`config.mk`:
```
export PLATFORM = sky130hd
export DESIGN_NAME = flash_wr_guard
export DESIGN_NICKNAME = d
export VERILOG_FILES = /design/src/rtl/flash_wr_guard_pkg.sv /design/src/rtl/fwg_pin_filter.sv /design/src/rtl/fwg_ctrl_fsm.sv /design/src/rtl/flash_wr_guard.sv
export SDC_FILE = /design/constraint.sdc
export NUM_CORES = 1
export LEC_CHECK = 0
export BUFFER_PORTS_ARGS = -buffer_cell sky130_fd_sc_hd__buf_2
export CORE_MARGIN = 5
export CORE_UTILIZATION = 54
export DETAILED_ROUTE_END_ITERATION = 6
export GPL_TIMING_DRIVEN = 0
export PLACE_DENSITY = 0.93
export SLEW_MARGIN = 20
export SYNTH_ARGS = -nofsm -noshare
export SYNTH_HDL_FRONTEND = slang
export SYNTH_SLANG_ARGS = --single-unit
```
`constraint.sdc`:
```
create_clock -name clk -period 2.4 [get_ports clk]
set_clock_uncertainty 0.1 [all_clocks]
set_input_delay 0.24 -clock clk [delete_from_list [all_inputs] [get_ports clk]]
set_output_delay 0.24 -clock clk [all_outputs]
set_load 0.05 [all_outputs]
```
`src/rtl/flash_wr_guard_pkg.sv`:
```
package flash_wr_guard_pkg;

    typedef enum logic [2:0] {
        ST_RESET   = 3'd0,
        ST_IDLE    = 3'd1,
        ST_ARMED   = 3'd2,
        ST_INHIBIT = 3'd3,
        ST_LOCKOUT = 3'd4
    } guard_state_e;

endpackage

```
`src/rtl/fwg_pin_filter.sv`:
```
module fwg_pin_filter #(
    parameter int   HOLD_CYC = 3,
    parameter logic RST_VAL  = 1'b1
) (
    input  logic clk,
    input  logic rst_n,
    input  logic pin_async,
    output logic pin_filt
);
    localparam int CW = (HOLD_CYC < 2) ? 1 : $clog2(HOLD_CYC + 1);
    localparam logic [CW-1:0] LIMIT = CW'(HOLD_CYC - 1);

    logic          meta_q, sync_q;
    logic [CW-1:0] cnt_q;

    always_ff @(posedge clk or negedge rst_n) begin
        if (!rst_n) begin
            meta_q <= RST_VAL;
            sync_q <= RST_VAL;
        end else begin
            meta_q <= pin_async;
            sync_q <= meta_q;
        end
    end

    always_ff @(posedge clk or negedge rst_n) begin
        if (!rst_n) begin
            cnt_q    <= '0;
            pin_filt <= RST_VAL;
        end else if (sync_q == pin_filt) begin
            cnt_q <= '0;
        end else if (cnt_q == LIMIT) begin
            cnt_q    <= '0;
            pin_filt <= sync_q;
        end else begin
            cnt_q <= cnt_q + 1'b1;
        end
    end

    // the filtered level flips only after the full hold window
    p_hold_window_r3: assert property (@(posedge clk) disable iff (!rst_n)
        (pin_filt != $past(pin_filt)) |-> ($past(cnt_q) == LIMIT));

endmodule

```
`src/rtl/fwg_ctrl_fsm.sv`:
```
module fwg_ctrl_fsm
    import flash_wr_guard_pkg::*;
#(
    parameter int ADDR_W   = 17,
    parameter int DATA_W   = 8,
    parameter int HOLD_CYC = 3
) (
    input  logic              clk,
    input  logic              rst_n,
    input  logic              ce_f,
    input  logic              oe_f,
    input  logic              we_f,
    input  logic              vcc_low_s,
    input  logic [ADDR_W-1:0] addr_in,
    input  logic [DATA_W-1:0] data_in,
    output logic              wr_stb,
    output logic [ADDR_W-1:0] wr_addr,
    output logic [DATA_W-1:0] wr_data,
    output logic              cmd_rst
);
    localparam int SETTLE_CYC = HOLD_CYC + 4;
    localparam int SW         = $clog2(SETTLE_CYC + 1);
    localparam logic [SW-1:0] SETTLE_LAST = SW'(SETTLE_CYC - 1);

    guard_state_e  state_q, state_d;
    logic [SW-1:0] settle_q;
    logic          settle_done, wr_cond, do_stb, do_latch;

    assign wr_cond     = !ce_f && !we_f && oe_f;
    assign settle_done = (settle_q == SETTLE_LAST);

    always_comb begin
        state_d  = state_q;
        do_stb   = 1'b0;
        do_latch = 1'b0;
        unique case (state_q)
            ST_RESET: begin
                if (settle_done) begin
                    if (vcc_low_s)    state_d = ST_LOCKOUT;
                    else if (wr_cond) state_d = ST_INHIBIT;
                    else              state_d = ST_IDLE;
                end
            end
            ST_IDLE: begin
                if (wr_cond) begin
                    state_d  = ST_ARMED;
                    do_latch = 1'b1;
                end
            end
            ST_ARMED: begin
                if (!wr_cond) begin
                    state_d = ST_IDLE;
                    do_stb  = oe_f;
                end
            end
            ST_INHIBIT: begin
                if (!wr_cond) state_d = ST_IDLE;
            end
            ST_LOCKOUT: begin
                if (!vcc_low_s) state_d = wr_cond ? ST_INHIBIT : ST_IDLE;
            end
            default: state_d = ST_RESET;
        endcase
        if (vcc_low_s && state_q != ST_RESET) begin
            state_d  = ST_LOCKOUT;
            do_stb   = 1'b0;
            do_latch = 1'b0;
        end
    end

    always_ff @(posedge clk or negedge rst_n) begin
        if (!rst_n) begin
            state_q  <= ST_RESET;
            settle_q <= '0;
        end else begin
            state_q <= state_d;
            if (state_q == ST_RESET && !settle_done) settle_q <= settle_q + 1'b1;
        end
    end

    always_ff @(posedge clk or negedge rst_n) begin
        if (!rst_n) begin
            wr_stb  <= 1'b0;
            wr_addr <= '0;
            wr_data <= '0;
            cmd_rst <= 1'b1;
        end else begin
            wr_stb  <= do_stb;
            cmd_rst <= (state_d == ST_RESET) || (state_d == ST_LOCKOUT);
            if (do_latch) begin
                wr_addr <= addr_in;
                wr_data <= data_in;
            end
        end
    end

    p_stb_single_r4: assert property (@(posedge clk) disable iff (!rst_n)
        wr_stb |=> !wr_stb);

    p_stb_from_armed_r1: assert property (@(posedge clk) disable iff (!rst_n)
        wr_stb |-> ($past(state_q) == ST_ARMED));

    p_lockout_rst_r5: assert property (@(posedge clk) disable iff (!rst_n)
        vcc_low_s |=> cmd_rst);

    p_no_stb_in_rst_r5: assert property (@(posedge clk) disable iff (!rst_n)
        cmd_rst |-> !wr_stb);

    p_inhibit_blocks_r7: assert property (@(posedge clk) disable iff (!rst_n)
        (state_q == ST_INHIBIT) |=> !wr_stb);

endmodule

```
`src/rtl/flash_wr_guard.sv`:
```
module flash_wr_guard #(
    parameter int ADDR_W   = 17,
    parameter int DATA_W   = 8,
    parameter int HOLD_CYC = 3
) (
    input  logic              clk,
    input  logic              rst_n,
    input  logic              ce_n,
    input  logic              oe_n,
    input  logic              we_n,
    input  logic [ADDR_W-1:0] addr_in,
    input  logic [DATA_W-1:0] data_in,
    input  logic              vcc_low,
    output logic              wr_stb,
    output logic [ADDR_W-1:0] wr_addr,
    output logic [DATA_W-1:0] wr_data,
    output logic              cmd_rst
);
    localparam int NPIN = 3;

    logic [NPIN-1:0] pins_raw, pins_f;
    logic            vcc_low_s;

    assign pins_raw = {we_n, oe_n, ce_n};

    for (genvar g = 0; g < NPIN; g++) begin : g_pin
        fwg_pin_filter #(.HOLD_CYC(HOLD_CYC), .RST_VAL(1'b1)) u_filt (
            .clk      (clk),
            .rst_n    (rst_n),
            .pin_async(pins_raw[g]),
            .pin_filt (pins_f[g])
        );
    end

    fwg_pin_filter #(.HOLD_CYC(1), .RST_VAL(1'b0)) u_vcc_sync (
        .clk      (clk),
        .rst_n    (rst_n),
        .pin_async(vcc_low),
        .pin_filt (vcc_low_s)
    );

    fwg_ctrl_fsm #(.ADDR_W(ADDR_W), .DATA_W(DATA_W), .HOLD_CYC(HOLD_CYC)) u_fsm (
        .clk      (clk),
        .rst_n    (rst_n),
        .ce_f     (pins_f[0]),
        .oe_f     (pins_f[1]),
        .we_f     (pins_f[2]),
        .vcc_low_s(vcc_low_s),
        .addr_in  (addr_in),
        .data_in  (data_in),
        .wr_stb   (wr_stb),
        .wr_addr  (wr_addr),
        .wr_data  (wr_data),
        .cmd_rst  (cmd_rst)
    );

endmodule

```
After elaboration in Yosys (flattened, before gate mapping)
Index checks and enable logic that the tools add are counted.

Add/subtract/negate cells: 5. Reductions and logical operators: 16. Eq/ne operators: 13. Multiplexer cells: 22. Bitwise gates (word level): 5.

Operators with widths (number): $mux 3 (6); $mux 2 (7); $pmux 3 s4 (1); $eq 3x3->1 const B (3); $mux 1 (8); $reduce_and 2->1 (4); $add 2x1->2 const B (3); $eq 2x2->1 const B (3); $eq 3x2->1 const B (2); $logic_not 3->1 (2); $not 1->1 (5); $eq 1x1->1 (4); $logic_and 1x1->1 (4); $add 3x1->3 const B (1); $eq 3x1->1 const B (1); $logic_not 1->1 (3); $reduce_bool 3->1 (1); $reduce_or 2->1 (1); $add 1x1->1 const B (1); $logic_or 1x1->1 (1).

Output and inout bits: 27. Register bits: 52. Word-level logic and storage cells: 83. Input port bits: 31.

Longest topological paths before layout
Depth after elaboration: 10. Gate-level depth with buffers: 5. Depth with buffers taken out: 5.

Hierarchy
From an unflattened synthesis, not the netlist that was laid out.

Cell total of the unflattened synthesis: 122. Area, all modules: 2034.5 um^2.

Modules (own cells, without submodules): fwg_ctrl_fsm (cells an instance 88, times used 1, area an instance 1418.9 um^2, seq. area each 827.0 um^2); fwg_pin_filter (g_pin[0].u_filt ...) (cells an instance 10, times used 3, area an instance 178.9 um^2, seq. area each 128.9 um^2); fwg_pin_filter (u_vcc_sync) (cells an instance 4, times used 1, area an instance 78.8 um^2, seq. area each 75.1 um^2).

Worst setup path after synthesis
Ideal clock, no wire load.

Kind: register to register. From: reg u_fsm.settle_q[0]. To: reg u_fsm.state_q[0]. Arrival: 1.322 ns. Buffers on the path: 0. Required time: 2.165 ns. Path slack: 0.844 ns. Setup time: 0.135 ns. Stages on the path, launching flop included: 6. Period minus slack after synthesis: 1.556 ns. Cell sequence: dfrtp_1 -> inv_1 -> ha_1 -> a2111oi_2 -> or3b_2 -> a31oi_1.

Word-level cells in the longest chain between the ends: 4.

RTL lines: start, declared (line fwg_ctrl_fsm.sv:26) `logic [SW-1:0] settle_q;`; start signal, assigned (line fwg_ctrl_fsm.sv:77) `if (state_q == ST_RESET && !settle_done) settle_q <= settle_q + 1'b1;`; $eq 3x3->1 (line fwg_ctrl_fsm.sv:30) `assign settle_done = (settle_q == SETTLE_LAST);`; $mux 3 (line fwg_ctrl_fsm.sv:38) `if (settle_done) begin`; $pmux 3 s4 (line fwg_ctrl_fsm.sv:36) `unique case (state_q)`; $mux 3 (line fwg_ctrl_fsm.sv:64) `if (vcc_low_s && state_q != ST_RESET) begin`; named net u_fsm.state_d[0] (line fwg_ctrl_fsm.sv:25) `guard_state_e state_q, state_d;`; end signal, assigned (line fwg_ctrl_fsm.sv:76) `state_q <= state_d;`; end, declared (line fwg_ctrl_fsm.sv:25).

The timed path passes the listed nets, and every way through them passes these cells. A chain may end at the register's enable or synchronous reset.

Worst setup path after layout
From: reg g_pin[2].u_filt.pin_filt. To: reg u_fsm.wr_data[1].

Word-level cells in the longest chain between the ends: 6.

RTL lines: start, declared (line fwg_pin_filter.sv:8) `output logic pin_filt`; start signal, assigned (line fwg_pin_filter.sv:34) `pin_filt <= sync_q;`; $logic_not 1->1 (line fwg_ctrl_fsm.sv:29) `assign wr_cond = !ce_f && !we_f && oe_f;`; $logic_and 1x1->1 (2 in a row) (line fwg_ctrl_fsm.sv:29); $mux 1 (line fwg_ctrl_fsm.sv:45) `if (wr_cond) begin`; $mux 1 (line fwg_ctrl_fsm.sv:36); $mux 1 (line fwg_ctrl_fsm.sv:64); end signal, assigned (line fwg_ctrl_fsm.sv:92) `wr_data <= data_in;`; end, declared (line fwg_ctrl_fsm.sv:18) `output logic [DATA_W-1:0] wr_data,`.

Every way passes these cells.

==> results by group <==
Detailed routing
  – Final WL: approximately 4800 um
  – Post-route ant nets: 0
  – Initial drt markers: 48
  – DRC: 0
  – Via count: roughly 1300
  – Wire length per cell: 18.45 um
  – Vias/cell: 5.124
  – TritonRoute pass-1 iters: 4

Timing
  – Setup TNS Final: 0 ps
  – Crit path time final: ~1800 ps
  – Final Max Tran Viols: 0
  – Endpoints failing setup: 0
  – Hold WS: 37.21 ps
  – Final Hold Fails: 0
  – Worst slew pin tran: between 500 and 600 ps
  – Peak Freq: between 500 and 600 MHz
  – Period utilization: 0.7496
  – Relative slew slack: 0.6071
  – Unrepaired setup endpoints after global routing: false

Power and ir drop
  – Peak supply drop: between 1 and 1.5 mV
  – PD cells: around 1300 nW/um2
  – Pleak: approximately 1.3 nW
  – Design Power: ~3.6 mW

Yosys
  – Synth warn: 0
  – Sequential share of the synthesized area: 0.6706
  – Flops & latches, synth: ~50
  – Mapped cell area: 1922 um2
  – Synth Instances: about 120
  – Top cell type's share of synthesized area: 0.5339
  – Syn nets: 151
  – Synth area leaders: dfrtp_1 53%, dfstp_2 14%, mux2_4 7.8%
  – Library cells used by synthesis: 25
  – Area leader, netlist: dfrtp_1
  – Avg Inst Size Synth: approximately 16 um2

Critical path
  – Worst EP arrival: 1950 ps
  – Crit start category: flop
  – CP Data Required Time: between 2000 and 3000 ps
  – Crit-path max cell delay: roughly 400 ps
  – Critical path's slowest cell: dfstp_2
  – Setup CP Type: reg2reg
  – Critical path buffers and inverters: 1
  – Critical path cell sequence: nor2_1, nand4_2, buf_6, mux2_1
  – Worst setup EP type: flop
  – Crit Path Max Fanout: 10
  – Delay-heaviest family, CP: simple AND/OR/NAND/NOR gates

CTS
  – H-tree levels: 2
  – CTS tree: yes
  – Worst-path clk slew: 150 ps
  – # hold bufs at CTS: 28
  – Post-CTS Resized: 0
  – Worst-Skew Late Latency: approximately 370 ps
  – Setup Buffers After CTS: 0
  – CTS Buf Count: 5
  – Clock Path Buffers: 2
  – CTS root buf: clkbuf_4
  – Clock Sinks: 51

Global routing
  – Vias in the first global route: about 1500
  – Total GRT Usage: 0.2055
  – GRT Max-Usage Layer: met2
  – Antenna violations before repair: 0
  – Total gr overflow: 0
  – GRT met1 Usage: 0.2348
  – Met2 usage in global routing: 0.3528
  – Largest net degree at the start of global routing: 52
  – Met3 Use GR: 0.06377
  – First-pass GRT wire length: roughly 7700 um

Die
  – Die area: ~4900 um2
  – Starting density of the core: 0.5670
  – Core area: roughly 3400 um2
  – Die width: between 60 and 70 um
  – Die height: approximately 70 um
  – Row cnt: 21
  – IO Count: 58

Cells and area
  – Layout cells sized above 1: 0.4623
  – Area grow syn2layout: 38.54%
  – Diodes inserted: 0
  – Final nets: 244
  – Fill cell count: approximately 170

Placed design
  – HPWL after DPL: ~2800 um
  – I/O Buffers: 57
  – GP Congestion: slightly below 0.7

Status
  – Status: complete, no violations

Flow run
  – MaxCap Viol Count: 0

Worst hold path
  – Worst Hold Class: in2reg
==> worst paths after layout <==
| path | start | cells after the start | slack, ps | endpoint |
|---|---|---|---|---|
| setup / recovery | g_pin[2].u_filt.pin_filt | 4 | 600 | u_fsm.wr_data[1] |
| hold / removal | addr_in[0] | 2 | 40 | u_fsm.wr_addr[0] |
| setup reg to reg | g_pin[2].u_filt.pin_filt | 4 | 600 | u_fsm.wr_data[1] |
| hold reg to reg | g_pin[1].u_filt.meta_q | 0 | 270 | g_pin[1].u_filt.sync_q |
| max in group asynchronous | rst_n | 2 | 1500 | u_fsm.wr_addr[0] |
| min in group asynchronous | rst_n | 2 | 300 | u_fsm.wr_data[1] |
==> cell type report <==
type                    instances  area [um2]  share of cell area
clock buffers                   5       37.54             0.01410
clock inverters                 3       67.56             0.02538
repair buffers                 86       578.1              0.2171
flip-flops and latches         51        1289              0.4840
well taps                      46       57.56             0.02162
multi-input cells              62       599.3              0.2251
inverters                       2       7.507            0.002820
plain buffers                   3       26.28            0.009868
==> layer usage <==
metal / vias up / share of wire
li1: 594 / -
met1: 667 / 0.40
met2: 52 / 0.52
met3: 9 / 0.059
met4: 0 / 0.018
met5: - / 0
==> Yosys cell counts, drive strengths merged <==
library cell and instances:
a2111oi 1, a21oi 1, a31oi 2, and2b 1, buf 2, clkbuf 1
dfrtp 41, dfstp 10, ha 2, inv 2, mux2 28, mux2i 1
nand2 2, nand4 1, nor2 3, nor2b 5, nor3 4, nor3b 3
nor4b 1, o21ai 1, or3b 1, xnor2 4, xor2 1
==> cells in the final DEF (no fill, tap or decap), drive strengths merged <==
master,n
nor2,3
nor4b,1
a21oi,1
inv,2
dfstp,10
o21ai,1
xnor2,4
clkinvlp,1
nor3b,3
clkbuf,6
bufinv,2
mux2,28
nand4,1
a2111oi,1
dlygate4sd3,29
and2b,1
a31oi,2
or3b,1
xor2,1
buf,59
nand2,2
ha,2
nor2b,5
nor3,4
dfrtp,41
mux2i,1
==> cells by family after synthesis <==
group           share of synthesized area
compound gates                    0.01952
simple gates                      0.06771
buf+inv                           0.01758
flops                              0.6706
fa+ha+maj                         0.01302
xor+xnor                          0.02279
mux                                0.1888
==> worst reg2reg max path: cells and delay by family, from the launching register on <==
family	cells	cell delay, ps
and+or+nand+nor	2	580
buffers and inverters	1	260
muxes	1	360
DFF	1	400
==> stage by stage <==
step                      std cells  instance area [um2]  setup slack (ps)  utilization
after CTS                       257                 2650             612.7       0.7818
after floorplan                 118                 1922             843.8            -
after global routing            258                 2663             491.8       0.7855
after global placement          221                 2265             717.0       0.6681
final                           258                 2663             600.9       0.7855
after detailed placement        221                 2265             643.4       0.6681
==> where the power goes <==
| part | leakage [nW] | internal (mW) | switching [mW] | total [mW] |
|---|---|---|---|---|
| combinational | 0.626 | 0.483 | 1.09 | 1.57 |
| sequential | 0.593 | 1.18 | 0.221 | 1.40 |
| clock | 0.0514 | 0.324 | 0.264 | 0.588 |
| total | 1.27 | 1.99 | 1.57 | 3.56 |
==> state kept, by name (all words and copies together), names as in the netlist <==
signal and cells:
g_pin.u_filt.cnt_q 6, g_pin.u_filt.sync_q 3, u_fsm.wr_data 8, u_fsm.cmd_rst 1
u_fsm.wr_addr 17, u_vcc_sync.pin_filt 1, u_fsm.state_q 3, u_vcc_sync.meta_q 1
u_fsm.settle_q 3, g_pin.u_filt.meta_q 3, g_pin.u_filt.pin_filt 3, u_fsm.wr_stb 1
u_vcc_sync.sync_q 1
Power figures use the tool's default switching activity.
